$ cat src/rtl/cmdq_pkg.sv
package cmdq_pkg;

    localparam int DEF_ADDR_W = 43;
    localparam int DEF_CNT_W  = 20;
    localparam int DEF_SIZE_W = 13;
    localparam int DEF_INFL_W = 8;
    localparam int INST_WORDS = 8;
    localparam int EVT_W      = 5;

    typedef enum logic [2:0] {
        SEL_CTRL     = 3'd0,
        SEL_DBELL    = 3'd1,
        SEL_SEGSZ    = 3'd2,
        SEL_START    = 3'd3,
        SEL_EVT_CLR  = 3'd4,
        SEL_EVT_SET  = 3'd5,
        SEL_MASK_SET = 3'd6,
        SEL_MASK_CLR = 3'd7
    } reg_sel_e;

    typedef enum logic [2:0] {
        F_IDLE,
        F_INST_REQ,
        F_INST_WAIT,
        F_PTR_REQ,
        F_PTR_WAIT
    } fetch_state_e;

    // bit 4 .. bit 0
    typedef struct packed {
        logic swerr;
        logic nwrp;
        logic irde;
        logic dovf;
        logic mbox;
    } evt_vec_t;

    function automatic int unsigned insts_in_seg(input int unsigned words);
        if (words == 0) return 0;
        return (words - 1) / INST_WORDS;
    endfunction

endpackage

$ cat src/rtl/cmdq_dbell_cnt.sv
module cmdq_dbell_cnt #(
    parameter int CNT_W = cmdq_pkg::DEF_CNT_W,
    parameter int STEP  = cmdq_pkg::INST_WORDS
) (
    input  logic             clk,
    input  logic             rst,
    input  logic             add_vld,
    input  logic [CNT_W-1:0] add_val,
    input  logic             take,
    output logic [CNT_W-1:0] cnt_o,
    output logic             ovf_o
);
    localparam logic [CNT_W:0] STEP_V = (CNT_W+1)'(STEP);

    logic [CNT_W-1:0] cnt_q;
    logic [CNT_W:0]   sum;

    always_comb begin
        sum = {1'b0, cnt_q};
        if (take)    sum = sum - STEP_V;
        if (add_vld) sum = sum + {1'b0, add_val};
    end

    assign ovf_o = sum[CNT_W];
    assign cnt_o = cnt_q;

    always_ff @(posedge clk) begin
        if (rst) cnt_q <= '0;
        else     cnt_q <= sum[CNT_W-1:0];
    end

    // an instruction is only taken when a whole one is pending
    a_r2_take_covered: assert property (@(posedge clk) disable iff (rst)
        take |-> (cnt_q >= CNT_W'(STEP)));

    // overflow can only come from a doorbell add
    a_r5_ovf_from_add: assert property (@(posedge clk) disable iff (rst)
        ovf_o |-> add_vld);

endmodule

$ cat src/rtl/cmdq_evt_regs.sv
module cmdq_evt_regs
    import cmdq_pkg::*;
(
    input  logic             clk,
    input  logic             rst,
    input  evt_vec_t         hw_set,
    input  logic             clr_wr,
    input  logic             set_wr,
    input  logic             mset_wr,
    input  logic             mclr_wr,
    input  logic [EVT_W-1:0] wdata,
    output logic [EVT_W-1:0] stat_o,
    output logic [EVT_W-1:0] mask_o,
    output logic             irq_o,
    output logic             err_set_o
);
    logic [EVT_W-1:0] stat_q, mask_q;
    logic [EVT_W-1:0] sw_set, sw_clr, all_set;
    evt_vec_t         set_v;

    assign sw_set  = set_wr ? wdata : '0;
    assign sw_clr  = clr_wr ? wdata : '0;
    assign all_set = hw_set | sw_set;
    assign set_v   = evt_vec_t'(all_set);

    assign err_set_o = set_v.dovf | set_v.irde | set_v.nwrp;

    always_ff @(posedge clk) begin
        if (rst) begin
            stat_q <= '0;
            mask_q <= '0;
        end else begin
            stat_q <= (stat_q & ~sw_clr) | all_set;
            if (mset_wr) mask_q <= mask_q | wdata;
            if (mclr_wr) mask_q <= mask_q & ~wdata;
        end
    end

    assign stat_o = stat_q;
    assign mask_o = mask_q;
    assign irq_o  = |(stat_q & mask_q);

    // a hardware event is recorded even when a clear arrives with it
    a_r6_hw_wins: assert property (@(posedge clk) disable iff (rst)
        (hw_set != '0) |=> ((stat_q & $past(hw_set)) == $past(hw_set)));

    // a clear with no competing set removes the written bits
    a_r6_clear_works: assert property (@(posedge clk) disable iff (rst)
        (clr_wr && hw_set == '0) |=> ((stat_q & $past(wdata)) == '0));

endmodule

$ cat src/rtl/cmdq_fetch_fsm.sv
module cmdq_fetch_fsm
    import cmdq_pkg::*;
#(
    parameter int ADDR_W = DEF_ADDR_W,
    parameter int CNT_W  = DEF_CNT_W,
    parameter int SIZE_W = DEF_SIZE_W,
    parameter int INFL_W = DEF_INFL_W,
    parameter int STEP   = INST_WORDS
) (
    input  logic              clk,
    input  logic              rst,
    input  logic              q_ena,
    input  logic [CNT_W-1:0]  pending,
    input  logic [SIZE_W-1:0] seg_n,
    input  logic              cfg_wr,
    input  logic [ADDR_W-1:0] cfg_addr,
    input  logic              done,
    output logic              rd_req_valid,
    input  logic              rd_req_ready,
    output logic [ADDR_W-1:0] rd_req_addr,
    output logic              rd_req_ptr,
    input  logic              rd_rsp_valid,
    input  logic              rd_rsp_err,
    input  logic [ADDR_W-1:0] rd_rsp_ptr,
    output logic              take_o,
    output logic              irde_o,
    output logic [ADDR_W-1:0] addr_o,
    output logic [INFL_W-1:0] infl_o,
    output logic              busy_o
);
    localparam logic [INFL_W-1:0] INFL_MAX = {INFL_W{1'b1}};

    fetch_state_e      state_q, state_d;
    logic [ADDR_W-1:0] addr_q;
    logic [SIZE_W-1:0] idx_q;
    logic [INFL_W-1:0] infl_q, infl_d;
    logic [INFL_W:0]   infl_sum;
    logic              can_go, take, err_dec, ptr_ok, irde;

    assign can_go = q_ena && (pending >= CNT_W'(STEP)) && (infl_q != INFL_MAX);

    always_comb begin
        state_d = state_q;
        take    = 1'b0;
        err_dec = 1'b0;
        ptr_ok  = 1'b0;
        irde    = 1'b0;
        case (state_q)
            F_IDLE:
                if (can_go) state_d = (idx_q >= seg_n) ? F_PTR_REQ : F_INST_REQ;
            F_INST_REQ:
                if (rd_req_ready) begin
                    take    = 1'b1;
                    state_d = F_INST_WAIT;
                end
            F_INST_WAIT:
                if (rd_rsp_valid) begin
                    state_d = F_IDLE;
                    if (rd_rsp_err) begin
                        irde    = 1'b1;
                        err_dec = 1'b1;
                    end
                end
            F_PTR_REQ:
                if (rd_req_ready) state_d = F_PTR_WAIT;
            F_PTR_WAIT:
                if (rd_rsp_valid) begin
                    state_d = F_IDLE;
                    if (rd_rsp_err) irde   = 1'b1;
                    else            ptr_ok = 1'b1;
                end
            default: state_d = F_IDLE;
        endcase
    end

    always_comb begin
        infl_sum = {1'b0, infl_q};
        if (take)    infl_sum = infl_sum + 1'b1;
        if (err_dec) infl_sum = infl_sum - 1'b1;
        if (done && infl_sum != '0) infl_sum = infl_sum - 1'b1;
        infl_d = infl_sum[INFL_W-1:0];
    end

    always_ff @(posedge clk) begin
        if (rst) begin
            state_q <= F_IDLE;
            addr_q  <= '0;
            idx_q   <= '0;
            infl_q  <= '0;
        end else begin
            state_q <= state_d;
            infl_q  <= infl_d;
            if (cfg_wr) begin
                addr_q <= cfg_addr;
                idx_q  <= '0;
            end else if (take) begin
                addr_q <= addr_q + 1'b1;
                idx_q  <= idx_q + 1'b1;
            end else if (ptr_ok) begin
                addr_q <= rd_rsp_ptr;
                idx_q  <= '0;
            end
        end
    end

    assign rd_req_valid = (state_q == F_INST_REQ) || (state_q == F_PTR_REQ);
    assign rd_req_ptr   = (state_q == F_PTR_REQ);
    assign rd_req_addr  = addr_q;
    assign take_o       = take;
    assign irde_o       = irde;
    assign addr_o       = addr_q;
    assign infl_o       = infl_q;
    assign busy_o       = (state_q != F_IDLE);

    // request held until accepted
    a_r11_req_hold: assert property (@(posedge clk) disable iff (rst)
        (rd_req_valid && !rd_req_ready) |=>
            (rd_req_valid && $stable(rd_req_addr) && $stable(rd_req_ptr)));

    // an instruction request stays inside the current segment
    a_r3_inst_in_seg: assert property (@(posedge clk) disable iff (rst)
        (state_q == F_INST_REQ) |-> (idx_q < seg_n));

    // the in-flight counter never wraps
    a_r9_infl_cap: assert property (@(posedge clk) disable iff (rst)
        (infl_q == INFL_MAX) |-> !take);

    // a good pointer response starts the next segment
    a_r4_ptr_load: assert property (@(posedge clk) disable iff (rst)
        (state_q == F_PTR_WAIT && rd_rsp_valid && !rd_rsp_err) |=>
            (addr_q == $past(rd_rsp_ptr) && idx_q == '0));

    // a failed pointer read keeps the fetch address
    a_r8_ptr_err_keep: assert property (@(posedge clk) disable iff (rst)
        (state_q == F_PTR_WAIT && rd_rsp_valid && rd_rsp_err) |=> $stable(addr_q));

endmodule

$ cat src/rtl/cmdq_fetch_seq.sv
module cmdq_fetch_seq
    import cmdq_pkg::*;
#(
    parameter int ADDR_W = DEF_ADDR_W,
    parameter int CNT_W  = DEF_CNT_W,
    parameter int SIZE_W = DEF_SIZE_W,
    parameter int INFL_W = DEF_INFL_W
) (
    input  logic              clk,
    input  logic              rst,
    input  logic              reg_wr,
    input  logic [2:0]        reg_sel,
    input  logic [ADDR_W-1:0] reg_wdata,
    input  logic              hw_mbox,
    input  logic              hw_nwrp,
    input  logic              hw_swerr,
    input  logic              inst_done,
    output logic              rd_req_valid,
    input  logic              rd_req_ready,
    output logic [ADDR_W-1:0] rd_req_addr,
    output logic              rd_req_ptr,
    input  logic              rd_rsp_valid,
    input  logic              rd_rsp_err,
    input  logic [ADDR_W-1:0] rd_rsp_ptr,
    output logic              q_enable,
    output logic              cont_on_err,
    output logic [CNT_W-1:0]  pending_words,
    output logic [ADDR_W-1:0] fetch_addr,
    output logic [SIZE_W-1:0] seg_words,
    output logic [INFL_W-1:0] inflight,
    output logic [EVT_W-1:0]  int_status,
    output logic [EVT_W-1:0]  int_mask,
    output logic              irq
);
    reg_sel_e          sel;
    logic              wr_ctrl, wr_dbell, wr_seg, wr_start;
    logic              wr_eclr, wr_eset, wr_mset, wr_mclr;
    logic              ena_q, cont_q;
    logic [SIZE_W-1:0] seg_q, seg_n;
    logic              cfg_ok, busy, take, irde_evt, dovf_evt, err_set;
    evt_vec_t          hw_evt;

    assign sel      = reg_sel_e'(reg_sel);
    assign wr_ctrl  = reg_wr && (sel == SEL_CTRL);
    assign wr_dbell = reg_wr && (sel == SEL_DBELL);
    assign wr_seg   = reg_wr && (sel == SEL_SEGSZ);
    assign wr_start = reg_wr && (sel == SEL_START);
    assign wr_eclr  = reg_wr && (sel == SEL_EVT_CLR);
    assign wr_eset  = reg_wr && (sel == SEL_EVT_SET);
    assign wr_mset  = reg_wr && (sel == SEL_MASK_SET);
    assign wr_mclr  = reg_wr && (sel == SEL_MASK_CLR);

    assign cfg_ok = !ena_q && (inflight == '0) && !busy;
    assign seg_n  = SIZE_W'(insts_in_seg(32'(seg_q)));

    always_ff @(posedge clk) begin
        if (rst) begin
            ena_q  <= 1'b0;
            cont_q <= 1'b0;
            seg_q  <= '0;
        end else begin
            if (wr_ctrl) begin
                ena_q  <= reg_wdata[0];
                cont_q <= reg_wdata[1];
            end
            if (err_set && !cont_q) ena_q <= 1'b0;
            if (wr_seg && cfg_ok) seg_q <= reg_wdata[SIZE_W-1:0];
        end
    end

    always_comb begin
        hw_evt       = '0;
        hw_evt.mbox  = hw_mbox;
        hw_evt.dovf  = dovf_evt;
        hw_evt.irde  = irde_evt;
        hw_evt.nwrp  = hw_nwrp;
        hw_evt.swerr = hw_swerr;
    end

    cmdq_dbell_cnt #(.CNT_W(CNT_W), .STEP(INST_WORDS)) u_dbell (
        .clk     (clk),
        .rst     (rst),
        .add_vld (wr_dbell),
        .add_val (reg_wdata[CNT_W-1:0]),
        .take    (take),
        .cnt_o   (pending_words),
        .ovf_o   (dovf_evt)
    );

    cmdq_evt_regs u_evt (
        .clk       (clk),
        .rst       (rst),
        .hw_set    (hw_evt),
        .clr_wr    (wr_eclr),
        .set_wr    (wr_eset),
        .mset_wr   (wr_mset),
        .mclr_wr   (wr_mclr),
        .wdata     (reg_wdata[EVT_W-1:0]),
        .stat_o    (int_status),
        .mask_o    (int_mask),
        .irq_o     (irq),
        .err_set_o (err_set)
    );

    cmdq_fetch_fsm #(
        .ADDR_W(ADDR_W), .CNT_W(CNT_W), .SIZE_W(SIZE_W),
        .INFL_W(INFL_W), .STEP(INST_WORDS)
    ) u_fetch (
        .clk          (clk),
        .rst          (rst),
        .q_ena        (ena_q),
        .pending      (pending_words),
        .seg_n        (seg_n),
        .cfg_wr       (wr_start && cfg_ok),
        .cfg_addr     (reg_wdata),
        .done         (inst_done),
        .rd_req_valid (rd_req_valid),
        .rd_req_ready (rd_req_ready),
        .rd_req_addr  (rd_req_addr),
        .rd_req_ptr   (rd_req_ptr),
        .rd_rsp_valid (rd_rsp_valid),
        .rd_rsp_err   (rd_rsp_err),
        .rd_rsp_ptr   (rd_rsp_ptr),
        .take_o       (take),
        .irde_o       (irde_evt),
        .addr_o       (fetch_addr),
        .infl_o       (inflight),
        .busy_o       (busy)
    );

    assign q_enable    = ena_q;
    assign cont_on_err = cont_q;
    assign seg_words   = seg_q;

    // an error event with continue-on-error clear stops the queue
    a_r7_err_disables: assert property (@(posedge clk) disable iff (rst)
        (err_set && !cont_q) |=> !q_enable);

    // segment size frozen while the queue is enabled
    a_r10_seg_locked: assert property (@(posedge clk) disable iff (rst)
        ena_q |=> $stable(seg_q));

    // no fetch request begins while disabled
    a_r3_no_start_disabled: assert property (@(posedge clk) disable iff (rst)
        (!ena_q && !rd_req_valid) |=> !rd_req_valid);

endmodule

$ cat config.mk
export PLATFORM = sky130hd
export DESIGN_NAME = cmdq_fetch_seq
export DESIGN_NICKNAME = d
export VERILOG_FILES = /design/src/rtl/cmdq_pkg.sv /design/src/rtl/cmdq_dbell_cnt.sv /design/src/rtl/cmdq_evt_regs.sv /design/src/rtl/cmdq_fetch_fsm.sv /design/src/rtl/cmdq_fetch_seq.sv
export SDC_FILE = /design/constraint.sdc
export NUM_CORES = 1
export LEC_CHECK = 0
export BUFFER_PORTS_ARGS = -buffer_cell sky130_fd_sc_hd__buf_2
export CAP_MARGIN = 15
export CORE_ASPECT_RATIO = 0.75
export CORE_MARGIN = 3
export CORE_UTILIZATION = 35
export DETAILED_ROUTE_END_ITERATION = 10
export PLACE_DENSITY_LB_ADDON = 0.05
export SYNTH_ARGS = -nofsm -noshare
export SYNTH_HDL_FRONTEND = slang
export SYNTH_SLANG_ARGS = --single-unit
$ cat constraint.sdc
create_clock -name clk -period 8 [get_ports clk]
set_input_delay 0.8 -clock clk [delete_from_list [all_inputs] [get_ports clk]]
set_output_delay 0.8 -clock clk [all_outputs]
set_load 0.03 [all_outputs]
-- After elaboration in Yosys (flattened, before gate mapping)
Index checks and enable logic that the tools add are counted.
- bits in registers: 112
- input bits: 99
- reductions and logical operators: 34
- $add $sub $neg: 8
- bitwise operators: 10
- multiplexer cells: 31
- equal/unequal tests: 16
- order comparisons: 2
- operators with widths (cell ; count):
    $mux 43 ; 3
    $add 43x1->43 const B ; 1
    $mux 21 ; 2
    $mux 13 ; 3
    $add 21x20->21 ; 1
    $sub 20x4->21 const B ; 1
    $ge 20x4->1 const B ; 1
    $mux 5 ; 4
    $mux 9 ; 2
    $logic_and 1x1->1 ; 16
    $and 5x5->5 ; 3
    $eq 3x3->1 const B ; 5
    $or 5x5->5 ; 3
    $sub 13x1->14 const B ; 1
    $add 13x1->13 const B ; 1
    $ge 13x13->1 ; 1
    $logic_not 13->1 ; 1
    $eq 3x2->1 const B ; 4
    $mux 3 ; 4
    $pmux 3 s4 ; 1
    $mux 1 ; 10
    $not 5->5 ; 2
    $add 8x1->9 const B ; 1
    $reduce_bool 9->1 ; 1
    other kinds (18) ; 29

-- Depth between registers and ports, before layout
Gate-level depths: netlist of the first run.
- depth in word-level cells: 10
- depth in mapped cells: 18
- gate-level depth less buffers: 17

-- Cells and area by module
From an unflattened synthesis of the first run, not the netlist that was laid out.
- cell total of the unflattened synthesis: 1119
- area total of the unflattened synthesis: 8702.1 µm²
- modules (own cells, without submodules) (module ; times used ; cells each ; sequential area each (µm²) ; area an instance (µm²)):
    cmdq_fetch_fsm ; 1 ; 713 ; 1341.3 ; 5231.3
    cmdq_dbell_cnt ; 1 ; 249 ; 400.4 ; 2001.9
    cmdq_fetch_seq ; 1 ; 115 ; 300.3 ; 1063.5
    cmdq_evt_regs ; 1 ; 42 ; 200.2 ; 405.4

-- Least setup slack after synthesis of the first run
OpenSTA, ideal clock, no wires.
- kind: input to register
- from: in rd_req_ready
- to: reg ena_q (netlist: q_enable)
- setup slack: 3.705 ns
- data required time: 7.922 ns
- library setup time: 0.078 ns
- stages: 15
- data arrival time: 4.217 ns
- path through: nand4bb_4 -> buf_6 -> or4_1 -> or4_1 -> clkbuf_1 -> nor2_1 -> xor2_1 -> ha_1 -> a21o_1 -> a221oi_1 -> o221ai_1 -> o311ai_0 -> xnor2_1 -> a31oi_1 -> nor3_1
- longest elaborated chain between the ends: 10
- ends and longest elaborated chain (what ; line ; RTL):
    start: declaration ; cmdq_fetch_seq.sv:19 ; input logic rd_req_ready,
    $mux 1 * ; cmdq_fetch_fsm.sv:52 ; if (rd_req_ready) begin
    $mux 1 * ; cmdq_fetch_fsm.sv:48 ; case (state_q)
    $mux 21 * ; cmdq_dbell_cnt.sv:20 ; if (take) sum = sum - STEP_V;
    $add 21x20->21 ; cmdq_dbell_cnt.sv:21 ; if (add_vld) sum = sum + {1'b0, add_val};
    $mux 21 * ; cmdq_dbell_cnt.sv:21 ;
    $or 5x5->5 * ; cmdq_evt_regs.sv:23 ; assign all_set = hw_set | sw_set;
    $or 1x1->1 * (2 in a row) ; cmdq_evt_regs.sv:26 ; assign err_set_o = set_v.dovf | set_v.irde | set_v.nwrp;
    $logic_and 1x1->1 * ; cmdq_fetch_seq.sv:66 ; if (err_set && !cont_q) ena_q <= 1'b0;
    $reduce_or 2->1 (no line) * ; - ;
    end signal: assignment ; cmdq_fetch_seq.sv:63 ; ena_q <= reg_wdata[0];
    end: declaration ; cmdq_fetch_seq.sv:38 ; logic ena_q, cont_q;
Every way passes the cells marked *; elsewhere a longest branch is shown, timed or not.
A chain may end at the register's enable or synchronous reset.

-- Worst setup path in the final report of the first run
- from: reg u_fetch.state_q[0]
- to: reg ena_q (netlist: q_enable)
- longest elaborated chain between the ends: 10
- elaborated cells on any way between the ends: 14
- those cells by class: add/sub (1); eq/ne (3); mux (4); bitwise (3); reduce/logical (3)
- ends and longest elaborated chain (what ; line ; RTL):
    start: declaration ; cmdq_fetch_fsm.sv:33 ; fetch_state_e state_q, state_d;
    start signal: assignment ; cmdq_fetch_fsm.sv:91 ; state_q <= state_d;
    $eq 3x1->1 ; cmdq_fetch_fsm.sv:48 ;
    $mux 1 ; cmdq_fetch_fsm.sv:48 ;
    $mux 21 ; cmdq_dbell_cnt.sv:20 ;
    $add 21x20->21 ; cmdq_dbell_cnt.sv:21 ;
    $mux 21 ; cmdq_dbell_cnt.sv:21 ;
    $or 5x5->5 * ; cmdq_evt_regs.sv:23 ;
    $or 1x1->1 * (2 in a row) ; cmdq_evt_regs.sv:26 ;
    $logic_and 1x1->1 * ; cmdq_fetch_seq.sv:66 ;
    $reduce_or 2->1 (no line) * ; - ;
Marked as above.

==> impl_metrics.prom, run 1 <==
# TYPE chip_impl_metric gauge
chip_impl_info{name="clock_tree.root_cell",value="sky130_fd_sc_hd__clkbuf_16"} 1
chip_impl_metric{name="fillers",unit=""} 2423
chip_impl_metric{name="drt_iter0_markers",unit=""} 631
chip_impl_metric{name="worstPathArrival",unit="ns"} 5.45
chip_impl_metric{name="grt_first_pass_wirelength",unit="mm"} 43.9
chip_impl_metric{name="dr_total_vias",unit=""} 8258
chip_impl_metric{name="std_cell_rows",unit=""} 47
chip_impl_metric{name="synth-async-reset-ratio",unit="%"} 0
chip_impl_metric{name="setup-violations-final",unit=""} 0
chip_impl_metric{name="layout_cell_share_with_drive_strength_beyond_1",unit="%"} 24.7
chip_impl_metric{name="start_util",unit="%"} 36.3
chip_impl_info{name="critPathLaunchType",value="flip-flop"} 1
chip_impl_info{name="critical_path_capture_point_type",value="flip-flop"} 1
chip_impl_metric{name="count_of_boundary_i_o_pins",unit=""} 241
chip_impl_metric{name="crit_required",unit="ns"} 8.28
chip_impl_metric{name="fmax",unit="MHz"} 193
chip_impl_metric{name="timing.final.crit_share",unit="%"} 64.6
chip_impl_metric{name="grt_start_max_net_pins",unit=""} 57
chip_impl_metric{name="vdd.ir_drop.worst",unit="V"} 0.000115
chip_impl_metric{name="clock_latency",unit="ns"} 0.37
chip_impl_info{name="clock_tree_from_tritoncts",value="done"} 1
chip_impl_metric{name="synth_cell_types",unit=""} 79
chip_impl_metric{name="post_drt_wl_per_cell",unit="microns"} 19.2
chip_impl_metric{name="power_per_cell_area",unit="nW/um^2"} 239
chip_impl_info{name="outcome",value="completed"} 1
chip_impl_metric{name="area_growth_syn_to_layout",unit="%"} 17.1
chip_impl_metric{name="core",unit="sq um"} 22500
chip_impl_metric{name="worst_pin_slew",unit="ns"} 0.941
chip_impl_metric{name="remaining_drc_errors",unit=""} 0
chip_impl_metric{name="fin_skew",unit="ns"} 0.0226
chip_impl_metric{name="clock_sink_count",unit=""} 112
chip_impl_metric{name="die_extent_in_x",unit="microns"} 182
chip_impl_metric{name="total_leakage_power",unit="nW"} 4.08
chip_impl_metric{name="grt_remaining_overflow",unit=""} 0
chip_impl_metric{name="cts-hold-fix-buffers",unit=""} 0
chip_impl_metric{name="finalHoldViolCount",unit=""} 0
chip_impl_metric{name="setup_tns",unit="ns"} 0
chip_impl_metric{name="hold-worst-slack",unit="ns"} 0.510
chip_impl_info{name="hp-class",value="reg2reg"} 1
chip_impl_metric{name="netlist_area_pre_place",unit="sq um"} 8180
chip_impl_metric{name="avgViaCountPerCell",unit=""} 5.51
chip_impl_metric{name="worst_slew_margin_rel",unit="%"} 37.1
chip_impl_metric{name="routabilityCongestion",unit=""} 0.882
chip_impl_metric{name="drt_wl_total",unit="mm"} 28.9
chip_impl_info{name="primary_ff_master_synth",value="sky130_fd_sc_hd__dfxtp_1"} 1
chip_impl_metric{name="drv.max_cap_violation_count",unit=""} 0
chip_impl_metric{name="post_cts_resized",unit=""} 0
chip_impl_metric{name="final_net_count",unit=""} 1340
chip_impl_metric{name="yosysWarnings",unit=""} 0
chip_impl_metric{name="yosysSeqAreaShare",unit="%"} 27.4
chip_impl_info{name="rsz0062_at_grt",value="false"} 1
chip_impl_metric{name="dp_hpwl",unit="mm"} 21.5
chip_impl_metric{name="layout.cell_area.non_filler",unit="sq um"} 9570
chip_impl_metric{name="number_of_global_route_vias_before_repair",unit=""} 7433
chip_impl_metric{name="cts.clk_slew.worst_paths",unit="ns"} 0.10
chip_impl_info{name="min_from",value="u_dbell.cnt_o[0]$_SDFFE_PP0P_"} 1
chip_impl_metric{name="final-max-slew-violation-count",unit=""} 0
chip_impl_metric{name="first_pass_iters",unit=""} 5
chip_impl_metric{name="yosys_register_bits",unit=""} 112
chip_impl_metric{name="die_area",unit="sq um"} 25200
chip_impl_metric{name="numPortBuffers",unit=""} 240
chip_impl_metric{name="cts_post_setup_buffers_inserted",unit=""} 0
chip_impl_metric{name="grt_antenna_before_repair",unit=""} 2
chip_impl_metric{name="edff_count_synth",unit=""} 0
chip_impl_metric{name="cts.htree.levels",unit=""} 3
chip_impl_metric{name="cts_made_buffers",unit=""} 9
chip_impl_metric{name="die_y",unit="microns"} 138
chip_impl_metric{name="highest_fanout_seen_on_the_critical_path",unit=""} 40
chip_impl_metric{name="placedInstanceArea",unit="sq um"} 9260
chip_impl_metric{name="track_usage",unit="%"} 21.7
chip_impl_metric{name="final_period_minus_worst_setup_slack",unit="ns"} 5.17
chip_impl_info{name="worstSetupStartpoint",value="u_fetch.state_q[0]$_SDFFE_PP0P_"} 1
chip_impl_info{name="r2r_start",value="u_fetch.state_q[0]$_SDFFE_PP0P_"} 1
chip_impl_info{name="timing.setup.critical_path_class",value="reg2reg"} 1
chip_impl_metric{name="detail-route-antenna-nets",unit=""} 0
chip_impl_metric{name="syn_inst",unit=""} 1038
chip_impl_metric{name="max-clock-path-buffers",unit=""} 2
chip_impl_metric{name="synthesis.area_per_instance",unit="sq um"} 7.88
## critical path, cell delays in order (launching register included)
cell                        delay [ns]
sky130_fd_sc_hd__dfxtp_1          0.65
sky130_fd_sc_hd__nand4bb_4        0.59
sky130_fd_sc_hd__or4_1            0.68
sky130_fd_sc_hd__or4_1            0.61
sky130_fd_sc_hd__nor2_1           0.18
sky130_fd_sc_hd__xor2_1           0.20
sky130_fd_sc_hd__ha_1             0.31
sky130_fd_sc_hd__a21o_1           0.18
sky130_fd_sc_hd__a221oi_1         0.55
sky130_fd_sc_hd__o221ai_1         0.23
sky130_fd_sc_hd__o311ai_0         0.40
sky130_fd_sc_hd__xnor2_1          0.24
sky130_fd_sc_hd__a31oi_1          0.12
sky130_fd_sc_hd__nor3_1           0.14
## state kept, by name (all words and copies together) (netlist names), named ones only
name / cells
u_fetch.infl_o: 8
q_enable: 1
u_fetch.idx_q: 13
cont_on_err: 1
seg_words: 13
u_fetch.addr_o: 43
u_fetch.state_q: 3
u_evt.stat_o: 5
u_dbell.cnt_o: 20
## per-layer routing
metal	up-vias	part of all wire (%)	global-route usage, %
met5	-	0	0
met4	0	1.6	4.73
met3	28	6.3	3.97
met2	279	43	32.2
met1	3824	49	32.6
li1	4127	-	-
## layout make-up
cell class	count	area [sq um]	share of cell area (%)
multi-input cells	812	5330	55.7
flip-flops and latches	112	2240	23.4
repair buffers	247	1260	13.1
well taps	294	368	3.84
clock buffers	9	225	2.35
clock inverters	7	83.8	0.876
inverters	17	63.8	0.667
diodes	2	5.00	0.0523
## cell usage after synthesis (3+ instances only)
master | n | area [sq um]
sky130_fd_sc_hd__a211o_1 | 3 | 26.3
sky130_fd_sc_hd__a211oi_1 | 16 | 120
sky130_fd_sc_hd__a21o_1 | 10 | 75.1
sky130_fd_sc_hd__a21oi_1 | 71 | 355
sky130_fd_sc_hd__a221o_1 | 4 | 40.0
sky130_fd_sc_hd__a221oi_1 | 21 | 184
sky130_fd_sc_hd__a222oi_1 | 3 | 30.0
sky130_fd_sc_hd__a22oi_1 | 27 | 203
sky130_fd_sc_hd__a311oi_1 | 7 | 61.3
sky130_fd_sc_hd__a31oi_1 | 19 | 119
sky130_fd_sc_hd__and2_1 | 7 | 43.8
sky130_fd_sc_hd__and3_1 | 24 | 150
sky130_fd_sc_hd__and4_1 | 7 | 61.3
sky130_fd_sc_hd__buf_1 | 5 | 18.8
sky130_fd_sc_hd__buf_2 | 6 | 30.0
sky130_fd_sc_hd__buf_4 | 43 | 323
sky130_fd_sc_hd__buf_6 | 3 | 33.8
sky130_fd_sc_hd__clkbuf_1 | 41 | 154
sky130_fd_sc_hd__dfxtp_1 | 112 | 2240
sky130_fd_sc_hd__ha_1 | 41 | 513
sky130_fd_sc_hd__inv_1 | 16 | 60.1
sky130_fd_sc_hd__mux2_2 | 4 | 45.0
sky130_fd_sc_hd__mux2i_1 | 17 | 170
sky130_fd_sc_hd__nand2_1 | 91 | 342
sky130_fd_sc_hd__nand2b_1 | 12 | 75.1
sky130_fd_sc_hd__nand3_1 | 48 | 240
sky130_fd_sc_hd__nand3b_1 | 6 | 45.0
sky130_fd_sc_hd__nand4_1 | 16 | 100
sky130_fd_sc_hd__nand4b_1 | 5 | 43.8
sky130_fd_sc_hd__nor2_1 | 98 | 368
sky130_fd_sc_hd__nor2b_1 | 9 | 56.3
sky130_fd_sc_hd__nor3_1 | 24 | 120
sky130_fd_sc_hd__nor4_1 | 16 | 100
sky130_fd_sc_hd__o211ai_1 | 5 | 37.5
sky130_fd_sc_hd__o21a_1 | 10 | 75.1
sky130_fd_sc_hd__o21ai_0 | 42 | 210
sky130_fd_sc_hd__o2bb2ai_1 | 3 | 26.3
sky130_fd_sc_hd__o31ai_1 | 6 | 45.0
sky130_fd_sc_hd__or2_2 | 12 | 75.1
sky130_fd_sc_hd__or3_1 | 6 | 37.5
sky130_fd_sc_hd__or4_1 | 8 | 60.1
sky130_fd_sc_hd__xnor2_1 | 40 | 350
sky130_fd_sc_hd__xor2_1 | 31 | 272
## through the flow
stage | setup slack [ns] | cells | util (%) | power, mW
floorplan | 3.70 | 1040 | - | 1.54
global placement | 2.60 | 1482 | 41.1 | 1.80
detailed placement | 2.53 | 1482 | 41.1 | 1.80
CTS | 2.79 | 1498 | 42.5 | 2.31
global route | 2.41 | 1500 | 42.5 | 2.44
finish | 2.83 | 1500 | 42.5 | 2.29
## power breakdown
group | total, mW | switching, mW | internal, mW
logic | 1.07 | 0.652 | 0.415
registers | 0.727 | 0.114 | 0.613
clock network | 0.494 | 0.243 | 0.251
total | 2.29 | 1.01 | 1.28
## layout by cell type, fill, tap and decap left out, drive strengths merged, types with 17 or more instances in the layout
master	netlist	layout
nor2	98	98
mux2i	17	17
o21ai	43	43
and3	24	24
nor3	26	26
inv	17	22
nand3	48	48
a21oi	72	72
buf	57	247
nand2	91	91
a31oi	19	19
ha	41	41
xnor2	40	40
nor4	17	17
dfxtp	112	112
a22oi	27	27
xor2	31	31
a221oi	21	21
## cell families (layout without fill, tap and decap cells)
| group | count (synthesis) | count (layout) | synth area share, % |
|---|---|---|---|
| compound gates | 274 | 274 | 22.9 |
| xor+xnor | 71 | 71 | 7.61 |
| fa+ha+maj | 42 | 42 | 6.52 |
| buf+inv | 116 | 280 | 7.68 |
| flops | 112 | 112 | 27.4 |
| mux | 23 | 23 | 2.91 |
| other cells | 1 | 5 | 0.0459 |
| simple gates | 399 | 399 | 24.9 |
## path summary, 6_finish.rpt
path         cells after the start  slack, ns                             to
min                              2       0.51  u_dbell.cnt_o[0]$_SDFFE_PP0P_
min reg2reg                      2       0.51  u_dbell.cnt_o[0]$_SDFFE_PP0P_
max reg2reg                     13       2.83          q_enable$_SDFFE_PP0P_
max                             13       2.83          q_enable$_SDFFE_PP0P_
Power figures use the tool's default switching activity.
==> inputs of run 2 (changes only) <==
clock period = 4.38 ns   (was 8 ns; I/O delays follow)
==> impl_metrics.prom, run 2 (synthesis results as in run 1) <==
# TYPE chip_impl_metric gauge
chip_impl_metric{name="count_of_boundary_i_o_pins",unit=""} 241
chip_impl_info{name="path_common_cell",value="sky130_fd_sc_hd__or4_1"} 1
chip_impl_metric{name="final_net_count",unit=""} 1350
chip_impl_metric{name="numPlacedInstances",unit=""} 1492
chip_impl_metric{name="critical-path-max-stage-delay",unit="ns"} 0.55
chip_impl_metric{name="power.combinational.fraction",unit="%"} 49.0
chip_impl_metric{name="cts-hold-fix-buffers",unit=""} 0
chip_impl_metric{name="total_leakage_power",unit="nW"} 4.11
chip_impl_metric{name="die_area",unit="sq um"} 25200
chip_impl_metric{name="fmax",unit="MHz"} 248
chip_impl_metric{name="worstPathArrival",unit="ns"} 4.33
chip_impl_metric{name="crit_required",unit="ns"} 4.67
chip_impl_metric{name="first_pass_iters",unit=""} 5
chip_impl_metric{name="pwr-share-seq",unit="%"} 31.0
chip_impl_metric{name="cts.clk_slew.worst_paths",unit="ns"} 0.08
chip_impl_info{name="timing.critical_path.cells",value="nand4bb_4 > or4_1 > or4_1 > nor2_1 > xor2_1 > ha_1 > a21o_1 > a221oi_1 > o221ai_1 > o311ai_0 > xnor2_1 > a31oi_1 > nor3_1"} 1
chip_impl_info{name="timing.setup.critical_path_class",value="reg2reg"} 1
chip_impl_metric{name="start_util",unit="%"} 36.3
chip_impl_metric{name="finalHoldViolCount",unit=""} 0
chip_impl_metric{name="worst_slew_margin_rel",unit="%"} 32.4
chip_impl_metric{name="netSwitchingFraction",unit="%"} 44.3
chip_impl_metric{name="clockPowerShare",unit="%"} 20.0
chip_impl_metric{name="numPortBuffers",unit=""} 240
chip_impl_metric{name="die_extent_in_x",unit="microns"} 182
chip_impl_metric{name="clock_latency",unit="ns"} 0.36
chip_impl_metric{name="max-clock-path-buffers",unit=""} 2
chip_impl_metric{name="reg2regPathDepth",unit=""} 13
chip_impl_info{name="hp-class",value="in2reg"} 1
chip_impl_metric{name="hold_depth",unit=""} 3
chip_impl_metric{name="power.internal",unit="mW"} 2.31
chip_impl_metric{name="layout_cell_share_with_drive_strength_beyond_1",unit="%"} 25.3
chip_impl_metric{name="setup-violations-final",unit=""} 0
chip_impl_info{name="clock_tree_from_tritoncts",value="done"} 1
chip_impl_metric{name="grt_antenna_before_repair",unit=""} 3
chip_impl_info{name="critical_path_capture_point_type",value="flip-flop"} 1
chip_impl_metric{name="grt_remaining_overflow",unit=""} 0
chip_impl_metric{name="remaining_drc_errors",unit=""} 0
chip_impl_metric{name="grt_start_max_net_pins",unit=""} 55
chip_impl_metric{name="timing.final.crit_share",unit="%"} 92.2
chip_impl_metric{name="worst_pin_slew",unit="ns"} 1.01
chip_impl_metric{name="detail-route-antenna-nets",unit=""} 0
chip_impl_metric{name="dr_total_vias",unit=""} 8282
chip_impl_info{name="rsz0062_at_grt",value="false"} 1
chip_impl_metric{name="area_growth_syn_to_layout",unit="%"} 17.8
chip_impl_metric{name="largest_register_ff_count",unit=""} 43
chip_impl_info{name="most-common-layout-cells",value="sky130_fd_sc_hd__buf_2, sky130_fd_sc_hd__dfxtp_1, sky130_fd_sc_hd__nor2_1"} 1
chip_impl_metric{name="avgViaCountPerCell",unit=""} 5.48
chip_impl_metric{name="cts.htree.levels",unit=""} 3
chip_impl_metric{name="power_per_cell_area",unit="nW/um^2"} 431
chip_impl_info{name="clock_tree.root_cell",value="sky130_fd_sc_hd__clkbuf_16"} 1
chip_impl_metric{name="drt_iter0_markers",unit=""} 621
chip_impl_metric{name="grt_first_pass_wirelength",unit="mm"} 45.1
chip_impl_metric{name="dp_hpwl",unit="mm"} 21.8
chip_impl_metric{name="clock_sink_count",unit=""} 112
chip_impl_metric{name="track_usage",unit="%"} 22.2
chip_impl_info{name="critPathLaunchType",value="flip-flop"} 1
chip_impl_metric{name="utilization",unit="%"} 42.8
chip_impl_metric{name="std_cell_rows",unit=""} 47
chip_impl_metric{name="cts_post_setup_buffers_inserted",unit=""} 0
chip_impl_metric{name="number_of_global_route_vias_before_repair",unit=""} 7578
chip_impl_metric{name="core",unit="sq um"} 22500
chip_impl_metric{name="final-max-slew-violation-count",unit=""} 0
chip_impl_metric{name="vdd.ir_drop.worst",unit="V"} 0.000222
chip_impl_metric{name="final_period_minus_worst_setup_slack",unit="ns"} 4.04
chip_impl_metric{name="die_y",unit="microns"} 138
chip_impl_metric{name="routabilityCongestion",unit=""} 0.874
chip_impl_info{name="worstSetupStartpoint",value="u_fetch.state_q[2]$_SDFFE_PP0P_"} 1
chip_impl_info{name="worst_path_max_delay_cell",value="sky130_fd_sc_hd__or4_1"} 1
chip_impl_metric{name="fin_skew",unit="ns"} 0.0134
chip_impl_metric{name="post_drt_wl_per_cell",unit="microns"} 19.3
chip_impl_info{name="r2r_start",value="u_fetch.state_q[2]$_SDFFE_PP0P_"} 1
chip_impl_info{name="outcome",value="completed"} 1
chip_impl_metric{name="highest_fanout_seen_on_the_critical_path",unit=""} 5
chip_impl_metric{name="switchingPower",unit="mW"} 1.84
chip_impl_info{name="final_common_cell",value="sky130_fd_sc_hd__buf_2"} 1
chip_impl_metric{name="final_cell_count_no_fill",unit=""} 1511
chip_impl_metric{name="cts_made_buffers",unit=""} 9
chip_impl_info{name="min_from",value="hw_mbox"} 1
chip_impl_metric{name="setup_tns",unit="ns"} 0
chip_impl_metric{name="drt_wl_total",unit="mm"} 29.1
chip_impl_metric{name="drv.max_cap_violation_count",unit=""} 0
[run 2: cell count changes in the layout (fill, tap and decap cells not counted), sizes merged]
cell,change
bufinv,-1
diode,+1
clkinvlp,+1
inv,-4
clkinv,+2
buf,+10
clkbuf,+2
[run 2: worst paths after layout]
check                                                      end  slack, ns
worst max-delay path                     q_enable$_SDFFE_PP0P_       0.34
worst min-delay path                u_evt.stat_o[0]$_SDFF_PP0_       0.30
worst max register to register           q_enable$_SDFFE_PP0P_       0.34
worst min register to register  u_fetch.idx_q[10]$_SDFFE_PP0P_       0.50
[run 2: cell type report]
class | count | area, sq um
Inverter | 17 | 63.8
Antenna cell | 3 | 7.51
Clock buffer | 11 | 243
Sequential cell | 112 | 2240
Multi-Input combinational cell | 812 | 5330
Tap cell | 294 | 368
Timing Repair Buffer | 257 | 1330
Clock inverter | 5 | 41.3
Fill cell | 2378 | 12900
[run 2: power groups by stage]
stage | registers, mW | logic [mW] | clock network (mW)
2_1_floorplan | 1.42 | 1.38 | 0
3_3_place_gp | 1.31 | 2.02 | 0
3_5_place_dp | 1.31 | 2.02 | 0
4_1_cts | 1.29 | 2.03 | 0.864
5_1_grt | 1.31 | 2.23 | 0.893
6_report | 1.29 | 2.03 | 0.830
[run 2: through the flow]
| step | total power, mW | area, sq um | hold WS [ns] | worst slack [ns] |
|---|---|---|---|---|
| after CTS | 4.18 | 9620 | 0.286 | 0.360 |
| final | 4.15 | 9630 | 0.301 | 0.341 |
| after global routing | 4.44 | 9630 | 0.285 | 0.0248 |
| after floorplan | 2.81 | 8180 | 0.469 | 0.447 |
| after detailed placement | 3.33 | 9330 | 0.495 | 0.190 |
| after global placement | 3.34 | 9330 | 0.491 | 0.227 |
[run 2: timing repair]
item                                    4_1_cts  5_1_grt
endpoints found under the setup margin        0        1
resized for setup                             0        1
endpoints found under the hold margin         0        0
[run 2: layer usage]
| metal | track usage, % | routed length, microns | vias up |
|---|---|---|---|
| met5 | 0 | 0 | - |
| met4 | 3.97 | 276 | 0 |
| met3 | 4.07 | 1780 | 18 |
| met2 | 33.5 | 12600 | 248 |
| met1 | 33.4 | 14400 | 3877 |
| li1 | - | - | 4139 |
[run 2: worst max-delay path: cells and delay by family (launching register included)]
| family | cells | cell delay [ns] |
|---|---|---|
| xor gates and xnor gates | 2 | 0.44 |
| and+or+nand+nor | 5 | 1.60 |
| DFF | 1 | 0.31 |
| adders and majority gates | 1 | 0.32 |
| AOI/OAI and AO/OA | 5 | 1.29 |
